**config.mk**
```make
export PLATFORM = sky130hd
export DESIGN_NAME = eq_phase_seq
export DESIGN_NICKNAME = d
export VERILOG_FILES = /design/src/rtl/eqs_pkg.sv /design/src/rtl/eqs_lane.sv /design/src/rtl/eqs_ctrl.sv /design/src/rtl/eq_phase_seq.sv
export SDC_FILE = /design/constraint.sdc
export NUM_CORES = 1
export LEC_CHECK = 0
export ABC_AREA = 1
export BUFFER_PORTS_ARGS = -buffer_cell sky130_fd_sc_hd__buf_2
export CAP_MARGIN = 10
export CORE_MARGIN = 2
export CORE_UTILIZATION = 46
export CTS_BUF_LIST = sky130_fd_sc_hd__clkbuf_16
export CTS_CLUSTER_DIAMETER = 80
export DETAILED_ROUTE_END_ITERATION = 16
export GPL_ROUTABILITY_DRIVEN = 0
export GPL_TIMING_DRIVEN = 0
export PLACE_DENSITY = 0.77
export SLEW_MARGIN = 10
export SYNTH_ARGS = -nofsm -noshare
export SYNTH_HDL_FRONTEND = slang
export SYNTH_SLANG_ARGS = --single-unit
```
**constraint.sdc**
```tcl
create_clock -name clk -period 1.8 [get_ports clk]
set_input_delay 0.09 -clock clk [delete_from_list [all_inputs] [get_ports clk]]
set_output_delay 0.09 -clock clk [all_outputs]
set_load 0.02 [all_outputs]
```
**src/rtl/eqs_pkg.sv**
```systemverilog
package eqs_pkg;

  localparam int PRESET_W = 4;
  localparam int COEF_W   = 6;
  localparam int EC_W     = 2;

  typedef enum logic [2:0] {
    PH_IDLE = 3'd0,
    PH_0    = 3'd1,
    PH_1    = 3'd2,
    PH_2    = 3'd3,
    PH_3    = 3'd4
  } eq_phase_e;

  // EC code a lane must receive before the current phase may advance
  function automatic logic [EC_W-1:0] ec_awaited(eq_phase_e p);
    case (p)
      PH_0:    return 2'b01;
      PH_1:    return 2'b10;
      PH_2:    return 2'b11;
      default: return 2'b00;
    endcase
  endfunction

  // EC code this side places in outgoing sets
  function automatic logic [EC_W-1:0] ec_emitted(eq_phase_e p);
    case (p)
      PH_1:    return 2'b01;
      PH_2:    return 2'b10;
      PH_3:    return 2'b11;
      default: return 2'b00;
    endcase
  endfunction

  function automatic logic in_training(eq_phase_e p);
    return (p == PH_0) || (p == PH_1) || (p == PH_2);
  endfunction

endpackage

```
**src/rtl/eqs_lane.sv**
```systemverilog
module eqs_lane
  import eqs_pkg::*;
#(
  parameter int GOOD_RUN = 8
) (
  input  logic                clk,
  input  logic                rst_n,
  input  eq_phase_e           phase,
  input  logic                clr,
  input  logic                ts_valid,
  input  logic                ts_err,
  input  logic                ts_eqts2,
  input  logic [EC_W-1:0]     ts_ec,
  input  logic                ts_use_preset,
  input  logic [PRESET_W-1:0] ts_preset,
  input  logic [COEF_W-1:0]   ts_pre,
  input  logic [COEF_W-1:0]   ts_post,
  output logic                qual,
  output logic [PRESET_W-1:0] start_preset,
  output logic [COEF_W-1:0]   cur_pre,
  output logic [COEF_W-1:0]   cur_post,
  output logic                echo_preset
);

  localparam int CNT_W = $clog2(GOOD_RUN + 1);
  localparam logic [CNT_W-1:0] RUN_TOP = CNT_W'(GOOD_RUN);

  logic [CNT_W-1:0] run_cnt;
  logic             good;

  assign good = ts_valid && !ts_err;

  // consecutive-good counter, restarted by errors, wrong codes and phase changes
  always_ff @(posedge clk or negedge rst_n) begin
    if (!rst_n) begin
      run_cnt <= '0;
    end else if (clr || ts_err) begin
      run_cnt <= '0;
    end else if (ts_valid) begin
      if (in_training(phase) && ts_ec == ec_awaited(phase))
        run_cnt <= (run_cnt == RUN_TOP) ? run_cnt : run_cnt + 1'b1;
      else
        run_cnt <= '0;
    end
  end

  assign qual = (run_cnt == RUN_TOP);

  always_ff @(posedge clk or negedge rst_n) begin
    if (!rst_n) begin
      start_preset <= '0;
    end else if (phase == PH_IDLE && good && ts_eqts2) begin
      start_preset <= ts_preset;
    end
  end

  always_ff @(posedge clk or negedge rst_n) begin
    if (!rst_n) begin
      cur_pre  <= '0;
      cur_post <= '0;
    end else if (phase == PH_1 && good) begin
      cur_pre  <= ts_pre;
      cur_post <= ts_post;
    end
  end

  always_ff @(posedge clk or negedge rst_n) begin
    if (!rst_n) begin
      echo_preset <= 1'b0;
    end else if (phase == PH_IDLE) begin
      echo_preset <= 1'b0;
    end else if (phase == PH_2 && good) begin
      echo_preset <= ts_use_preset;
    end
  end

  // a decode error leaves the run empty on the next cycle
  assert_err_restart_R4: assert property (@(posedge clk) disable iff (!rst_n)
    ts_err |=> (run_cnt == '0));

  // once equalization is running the starting preset is frozen
  assert_preset_frozen_R2: assert property (@(posedge clk) disable iff (!rst_n)
    (phase != PH_IDLE && $past(phase) != PH_IDLE) |-> $stable(start_preset));

  // phase 2 only reflects; the side cursors never move there
  assert_reflect_only_R7: assert property (@(posedge clk) disable iff (!rst_n)
    (phase == PH_2 && $past(phase) == PH_2) |-> ($stable(cur_pre) && $stable(cur_post)));

endmodule

```
**src/rtl/eqs_ctrl.sv**
```systemverilog
module eqs_ctrl
  import eqs_pkg::*;
#(
  parameter int TIMEOUT = 4096
) (
  input  logic      clk,
  input  logic      rst_n,
  input  logic      start,
  input  logic      rate_8g,
  input  logic      all_ok,
  output eq_phase_e phase,
  output logic      advance,
  output logic      fail
);

  localparam int TMO_W = $clog2(TIMEOUT + 1);
  localparam logic [TMO_W-1:0] TMO_LAST = TMO_W'(TIMEOUT - 1);

  eq_phase_e        state, nxt;
  logic [TMO_W-1:0] tmo;
  logic             expire;

  always_comb begin
    nxt     = state;
    advance = 1'b0;
    expire  = 1'b0;
    case (state)
      PH_IDLE: if (start && rate_8g) begin nxt = PH_0; advance = 1'b1; end
      PH_0: begin
        if (all_ok) begin nxt = PH_1; advance = 1'b1; end
        else if (tmo == TMO_LAST) begin nxt = PH_IDLE; expire = 1'b1; end
      end
      PH_1: begin
        if (all_ok) begin nxt = PH_2; advance = 1'b1; end
        else if (tmo == TMO_LAST) begin nxt = PH_IDLE; expire = 1'b1; end
      end
      PH_2: begin
        if (all_ok) begin nxt = PH_3; advance = 1'b1; end
        else if (tmo == TMO_LAST) begin nxt = PH_IDLE; expire = 1'b1; end
      end
      PH_3: if (!rate_8g) nxt = PH_IDLE;
      default: nxt = PH_IDLE;
    endcase
  end

  always_ff @(posedge clk or negedge rst_n) begin
    if (!rst_n) begin
      state <= PH_IDLE;
      tmo   <= '0;
      fail  <= 1'b0;
    end else begin
      state <= nxt;
      if (nxt != state || !in_training(state)) tmo <= '0;
      else                                      tmo <= tmo + 1'b1;
      if (state == PH_IDLE && start && rate_8g) fail <= 1'b0;
      else if (expire)                           fail <= 1'b1;
    end
  end

  assign phase = state;

  // phase 1 is only reached from phase 0
  assert_p1_from_p0_R4: assert property (@(posedge clk) disable iff (!rst_n)
    (state == PH_1 && $past(state) != PH_1) |-> ($past(state) == PH_0));

  // phase 3 is only reached from phase 2
  assert_p3_from_p2_R8: assert property (@(posedge clk) disable iff (!rst_n)
    (state == PH_3 && $past(state) != PH_3) |-> ($past(state) == PH_2));

  // a failure always lands in idle
  assert_fail_in_idle_R9: assert property (@(posedge clk) disable iff (!rst_n)
    $rose(fail) |-> (state == PH_IDLE));

  // leaving idle needs the 8 GT/s rate
  assert_entry_rate_R3: assert property (@(posedge clk) disable iff (!rst_n)
    (state == PH_IDLE) |=> (state == PH_IDLE || $past(rate_8g)));

endmodule

```
**src/rtl/eq_phase_seq.sv**
```systemverilog
module eq_phase_seq
  import eqs_pkg::*;
#(
  parameter int LANES    = 4,
  parameter int GOOD_RUN = 8,
  parameter int TIMEOUT  = 4096,
  parameter int FS       = 40,
  parameter int LF       = 13
) (
  input  logic                      clk,
  input  logic                      rst_n,
  input  logic                      rate_8g,
  input  logic                      eq_start,
  input  logic [LANES-1:0]          lane_active,
  input  logic [LANES-1:0]          ts_valid,
  input  logic [LANES-1:0]          ts_err,
  input  logic [LANES-1:0]          ts_eqts2,
  input  logic [LANES-1:0]          ts_use_preset,
  input  logic [EC_W*LANES-1:0]     ts_ec,
  input  logic [PRESET_W*LANES-1:0] ts_preset,
  input  logic [COEF_W*LANES-1:0]   ts_pre,
  input  logic [COEF_W*LANES-1:0]   ts_post,
  output logic [2:0]                phase,
  output logic [EC_W-1:0]           tx_ec,
  output logic [COEF_W-1:0]         adv_fs,
  output logic [COEF_W-1:0]         adv_lf,
  output logic [PRESET_W*LANES-1:0] tx_preset,
  output logic [COEF_W*LANES-1:0]   tx_pre,
  output logic [COEF_W*LANES-1:0]   tx_main,
  output logic [COEF_W*LANES-1:0]   tx_post,
  output logic [LANES-1:0]          echo_preset,
  output logic                      eq_done,
  output logic                      eq_fail
);

  localparam logic [COEF_W-1:0] FS_V = COEF_W'(FS);
  localparam logic [COEF_W-1:0] LF_V = COEF_W'(LF);

  eq_phase_e        ph;
  logic             advance;
  logic             all_ok;
  logic [LANES-1:0] qual;

  eqs_ctrl #(.TIMEOUT(TIMEOUT)) u_ctrl (
    .clk     (clk),
    .rst_n   (rst_n),
    .start   (eq_start),
    .rate_8g (rate_8g),
    .all_ok  (all_ok),
    .phase   (ph),
    .advance (advance),
    .fail    (eq_fail)
  );

  assign all_ok = (&(qual | ~lane_active)) && (|lane_active);

  for (genvar i = 0; i < LANES; i++) begin : g_lane
    logic [PRESET_W-1:0] sp;
    logic [COEF_W-1:0]   cp, cq;
    logic                coefs_on;

    eqs_lane #(.GOOD_RUN(GOOD_RUN)) u_lane (
      .clk           (clk),
      .rst_n         (rst_n),
      .phase         (ph),
      .clr           (advance),
      .ts_valid      (ts_valid[i]),
      .ts_err        (ts_err[i]),
      .ts_eqts2      (ts_eqts2[i]),
      .ts_ec         (ts_ec[EC_W*i +: EC_W]),
      .ts_use_preset (ts_use_preset[i]),
      .ts_preset     (ts_preset[PRESET_W*i +: PRESET_W]),
      .ts_pre        (ts_pre[COEF_W*i +: COEF_W]),
      .ts_post       (ts_post[COEF_W*i +: COEF_W]),
      .qual          (qual[i]),
      .start_preset  (sp),
      .cur_pre       (cp),
      .cur_post      (cq),
      .echo_preset   (echo_preset[i])
    );

    assign coefs_on = (ph == PH_2) || (ph == PH_3);
    assign tx_preset[PRESET_W*i +: PRESET_W] = (ph != PH_IDLE) ? sp : '0;
    assign tx_pre [COEF_W*i +: COEF_W] = coefs_on ? cp : '0;
    assign tx_post[COEF_W*i +: COEF_W] = coefs_on ? cq : '0;
    assign tx_main[COEF_W*i +: COEF_W] = coefs_on ? (FS_V - cp - cq) : '0;
  end

  assign phase   = ph;
  assign tx_ec   = ec_emitted(ph);
  assign adv_fs  = (ph == PH_1) ? FS_V : '0;
  assign adv_lf  = (ph == PH_1) ? LF_V : '0;
  assign eq_done = (ph == PH_3);

endmodule

```
Yosys cells after proc, flatten, opt, wreduce, memory -nomap -nowiden
Index checks and enable logic that the tools add are counted.
Widths: inputs -> output; s select.
{"block": "word_totals", "reg_bits": 101, "input_bits": 96, "word_cells": 183, "out_inout_bits": 111}
{"block": "op_classes", "addsub": 13, "n_eq_ne": 18, "reduce_logical": 59, "bitwise_logic": 2, "mux": 68}
{"op": "$mux 4", "count": 21}
{"op": "$mux 6", "count": 13}
{"op": "$logic_and 1x1->1", "count": 28}
{"op": "$sub 6x6->6", "count": 4}
{"op": "$sub 6x6->6 const A", "count": 4}
{"op": "$mux 3", "count": 6}
{"op": "$reduce_bool 2->1", "count": 9}
{"op": "$add 4x1->4 const B", "count": 4}
{"op": "$eq 4x4->1 const B", "count": 4}
{"op": "$mux 2", "count": 8}
{"op": "$mux 1", "count": 15}
{"op": "$pmux 3 s5", "count": 1}
{"op": "$add 13x1->13 const B", "count": 1}
{"op": "$eq 13x12->1 const B", "count": 1}
{"op": "$mux 13", "count": 1}
{"op": "$ne 3x3->1 const B", "count": 4}
{"op": "$pmux 2 s3", "count": 2}
{"op": "$eq 2x2->1", "count": 4}
{"op": "$logic_or 1x1->1", "count": 8}
{"op": "$reduce_and 2->1", "count": 4}
{"op": "$eq 3x2->1 const B", "count": 2}
{"op": "$logic_not 1->1", "count": 5}
{"op": "$not 4->4", "count": 1}
{"op": "$or 4x4->4", "count": 1}
{"op": "other kinds (9)", "count": 9}

Depth between registers and ports, before layout
{"block": "logic_depth", "depth_word": 13, "depth_mapped": 13, "ltp_nobuf": 12}

By module
Synthesis repeated with hierarchy kept, for this count alone.
{"block": "hier_totals", "cells_unflattened": 1003, "hier_area_um2": 6940.4}
{"mod": "eqs_lane", "cells_each": 137, "seq_area_each_um2": 525.5, "area_per_inst_um2": 1043.5, "instances": 4}
{"mod": "eq_phase_seq", "cells_each": 355, "seq_area_each_um2": 0.0, "area_per_inst_um2": 1874.3, "instances": 1}
{"mod": "eqs_ctrl", "cells_each": 100, "seq_area_each_um2": 425.4, "area_per_inst_um2": 892.1, "instances": 1}

Least setup slack after synthesis
No wires, ideal clock.
{"block": "synth_path", "kind": "register to output", "start": "register u_ctrl.state[1] (netlist: u_ctrl.phase[1])", "end": "output tx_main[0]", "path_slack_ns": -0.296, "t_arrival_ns": 2.006, "required_time_ns": 1.710, "stages_incl_launch_ff": 10, "n_path_buf": 2, "path_cell_list": "dfrtp_1 buf_4 nor2_2 inv_2 nor2_1 inv_2 nand2_2 inv_2 buf_2 nor2_1"}
{"block": "synth_between", "elab_chain_cells": 3, "word_cells_on_any_way": 4, "cone_classes": "eq/ne (2); mux (1); reduce/logical (1)"}
{"element": "start, declared", "line_no": "eqs_ctrl.sv:19", "text": "eq_phase_e state, nxt;"}
{"element": "start signal, assigned", "line_no": "eqs_ctrl.sv:52", "text": "state <= nxt;"}
{"element": "$eq 3x3->1"}
{"element": "named net eq_done", "line_no": "eq_phase_seq.sv:32", "text": "output logic eq_done,"}
{"element": "$logic_or 1x1->1", "line_no": "eq_phase_seq.sv:82", "text": "assign coefs_on = (ph == PH_2) || (ph == PH_3);"}
{"element": "$mux 6", "line_no": "eq_phase_seq.sv:86", "text": "assign tx_main[COEF_W*i +: COEF_W] = coefs_on ? (FS_V - cp - cq) : '0;"}
{"element": "end, declared", "line_no": "eq_phase_seq.sv:29", "text": "output logic [COEF_W*LANES-1:0] tx_main,"}
The timed path passes the listed nets, and every way through them passes these cells.

Final worst setup path
{"block": "layout_path", "start": "register g_lane[1].u_lane.cur_pre[1]", "end": "output tx_main[11]"}
{"block": "layout_between", "elab_chain_cells": 3}
{"element": "start, declared", "line_no": "eqs_lane.sv:20", "text": "output logic [COEF_W-1:0] cur_pre,"}
{"element": "start signal, assigned", "line_no": "eqs_lane.sv:62", "text": "cur_pre <= ts_pre;"}
{"element": "$sub 6x6->6 (2 in series)", "line_no": "eq_phase_seq.sv:86"}
{"element": "$mux 6", "line_no": "eq_phase_seq.sv:86"}
Every way passes these cells.

==> results.cfg <==
[finish]
finalNetCount = 1268
fin_util = 0.808
final_layout_size_suffix_gt1_frac = 0.476
antenna_cells = 0
fillers = 703
ff_latch_area_um2 = 2530
syn_to_final_growth_pct = 72.5
multiInputGateArea_um2 = 4000

[worst_hold_path]
hp-start = ts_pre[23]
holdPathStages = 3
min_to = g_lane[3].u_lane.cur_pre[5]
min_path_type = input pin to flip-flop

[sta]
hold_viol_final = 1
slew_headroom = 0.655
slew_violations = 0
tightestPinTransition_ns = 0.518
worst_slack_ns = -0.808
whs_ns = -0.00114
finalCritPeriodShare = 1.45
setup_viol = 107
rsz0062_at_grt = yes
fin_crit_ns = 2.61
skew_ns = 0.0107
max_freq_ghz = 0.383

[die]
die_h_um = 120
rows = 42
dieArea_um2 = 14400
coreArea_um2 = 13200
start_util = 0.469
ios = 207
fp.dieW_um = 120

[route]
vias = 7014
postRouteAntennaNets = 0
first_pass_iters = 4
drt_iter0_drc = 470
routed_wirelength_mm = 25.1
via_per_inst = 5.38
drc = 0
wl_per_cell_um = 19.2

[pwr]
power_density_nw_per_um2 = 1430
pwr-share-comb = 0.661
p_leak_uw = 0.00543
p_int_uw = 8090
seqPwrFrac = 0.217
p_sw_frac = 0.468
peakVddDrop_mv = 1.19
p_clk_frac = 0.122
p_switching_uw = 7120

[synthesis]
yosysMostFrequentCell = nor2_1
netlist_area_um2 = 6180
synth-async-reset-ratio = 1.00
yosys_warnings = 0
synth_cells = 788
synth_top_cell_by_area = dfrtp_1
yosysTopAreaCellShare = 0.409
synth_seq_cells = 101
synth_area_leaders = dfrtp_1 41%, nor2_1 9.9%, ha_1 9.1%
synth_edf_count = 0
ys_types = 31
synth.avg_cell_area_um2 = 7.84
synth_top_flop_cell = dfrtp_1
ys_seq_area_frac = 0.409
synthTopCellsByCount = 163 x nor2_1, 134 x inv_1, 101 x dfrtp_1, 93 x a21oi_1, 70 x nand2_1

[global_routing]
gr-usage-all-layers = 0.292
grt_pass1_vias = 6811
grt_overflow = 0
grt_pass1_wl_mm = 33.2
grt_start_max_net_pins = 91
antenna_found_initial = 1

[status]
violations = hold timing, setup timing
status = finished, violations left

[clock_tree]
h-tree-depth = 3
clk_latency_ns = 0.35
cts.sinks = 101
cts_tree = done
cts_inserted_buffers = 9
cts_max_path_buffers = 2
clk_pin_slew_ns = 0.08
cts-root-buf = clkbuf_16

[worst_setup_path]
path_max_fanout = 2
r2r-start = g_lane[3].u_lane.run_cnt[0]
cp-start-kind = flip-flop
r2r_end = u_ctrl.tmo[11]
ff2ff_path_depth = 13
r2r_slack_ns = -0.06
cp.required_ns = 1.71
path_class = flip-flop to output port
cp.arrival_ns = 2.52
critPathCaptureType = output port

[place]
port_buffers = 199
hpwl_mm = 12.5

[job]
maxCapViolations = 0
==> area by class of cell <==
cell class | instances | area share
multi-input combinational | 517 | 0.375
timing repair buffer | 318 | 0.256
sequential | 101 | 0.237
inverter | 143 | 0.0523
buffer | 32 | 0.0321
clock buffer | 9 | 0.0211
tap | 176 | 0.0206
clock inverter | 7 | 0.00411
timing repair inverter | 1 | 0.00153
==> state kept, by name (all words and copies together), names as in the netlist <==
register                    flops
u_ctrl.phase                    3
g_lane.u_lane.cur_post         24
u_ctrl.tmo                     13
g_lane.u_lane.run_cnt          16
g_lane.u_lane.echo_preset       4
g_lane.u_lane.cur_pre          24
u_ctrl.fail                     1
g_lane.u_lane.start_preset     16
==> worst max-delay path: stages (launching register included) <==
cell     delay [ns]
dfrtp_1        0.43
ha_4           0.33
inv_2          0.06
ha_4           0.17
fa_2           0.37
nand2_2        0.09
nand2_2        0.07
a21oi_2        0.21
xor2_1         0.25
nor2_2         0.06
buf_6          0.13
==> worst max-delay path by stage <==
stage                                 from                            to
6_report       g_lane[1].u_lane.cur_pre[1]                   tx_main[11]
5_1_grt        g_lane[1].u_lane.cur_pre[1]                   tx_main[11]
4_1_cts        g_lane[1].u_lane.cur_pre[1]                   tx_main[11]
3_5_place_dp               u_ctrl.phase[1]  g_lane[1].u_lane.cur_post[0]
3_3_place_gp                         rst_n               u_ctrl.phase[1]
2_1_floorplan              u_ctrl.phase[1]                    tx_main[0]
==> kinds of logic (layout without fill, tap and decap cells) <==
kind of cell | Yosys count | in the layout | share of synthesized area
buf+inv | 176 | 510 | 0.119
fa+ha+maj | 49 | 49 | 0.104
simple gates | 307 | 307 | 0.217
compound gates | 115 | 115 | 0.0955
other cells | 1 | 7 | 0.000607
flops | 101 | 101 | 0.409
xor+xnor | 39 | 39 | 0.0553
==> cells in the final DEF, fill, tap and decap left out, drive strengths merged, types with 8 or more instances in the layout <==
master,n
a21oi,93
buf,306
clkbuf,14
dfrtp,101
dlygate4sd3,39
ha,45
inv,145
nand2,74
nand3,26
nand4,12
nor2,179
nor3,9
o21ai,16
xnor2,8
xor2,31
==> stage by stage <==
step	instances	instance area, µm²	TNS [ns]	power, µW	setup slack [ns]
finish	1304	10700	-17.80	15200	-0.808
global route	1304	10700	-23.62	16000	-0.853
CTS	1276	9910	-14.50	13000	-0.566
detailed placement	1170	7780	-30.74	9100	-0.400
global placement	1169	7740	-76.46	8900	-0.640
floorplan	794	6530	-0.409	7490	-0.0816
==> power groups by stage <==
stage | Combinational [µW] | Sequential, µW | Clock, µW
detailed placement | 5880 | 3220 | 0
global placement | 5700 | 3190 | 0
CTS | 7950 | 3180 | 1840
finish | 10100 | 3300 | 1850
global route | 10700 | 3330 | 1970
floorplan | 4310 | 3180 | 0
==> per-layer routing <==
metal / global-route usage / vias to the layer above / part of all wire
met4: 0.122 / 2 / 0.053
li1: - / 3116 / -
met2: 0.537 / 421 / 0.52
met5: 0 / - / 0.00052
met3: 0.0513 / 121 / 0.070
met1: 0.332 / 3354 / 0.36
==> timing repair <==
| action | 4_1_cts | 5_1_grt |
|---|---|---|
| hold buffers | 38 | 1 |
| setup buffers | 47 | 28 |
| gates cloned | 7 | 2 |
| pin swaps | 48 | 37 |
| resized for setup | 272 | 160 |
| hold endpoints to repair | 138 | 1 |
| endpoints found under the setup margin | 167 | 145 |
(Power assumes the default switching activity.)
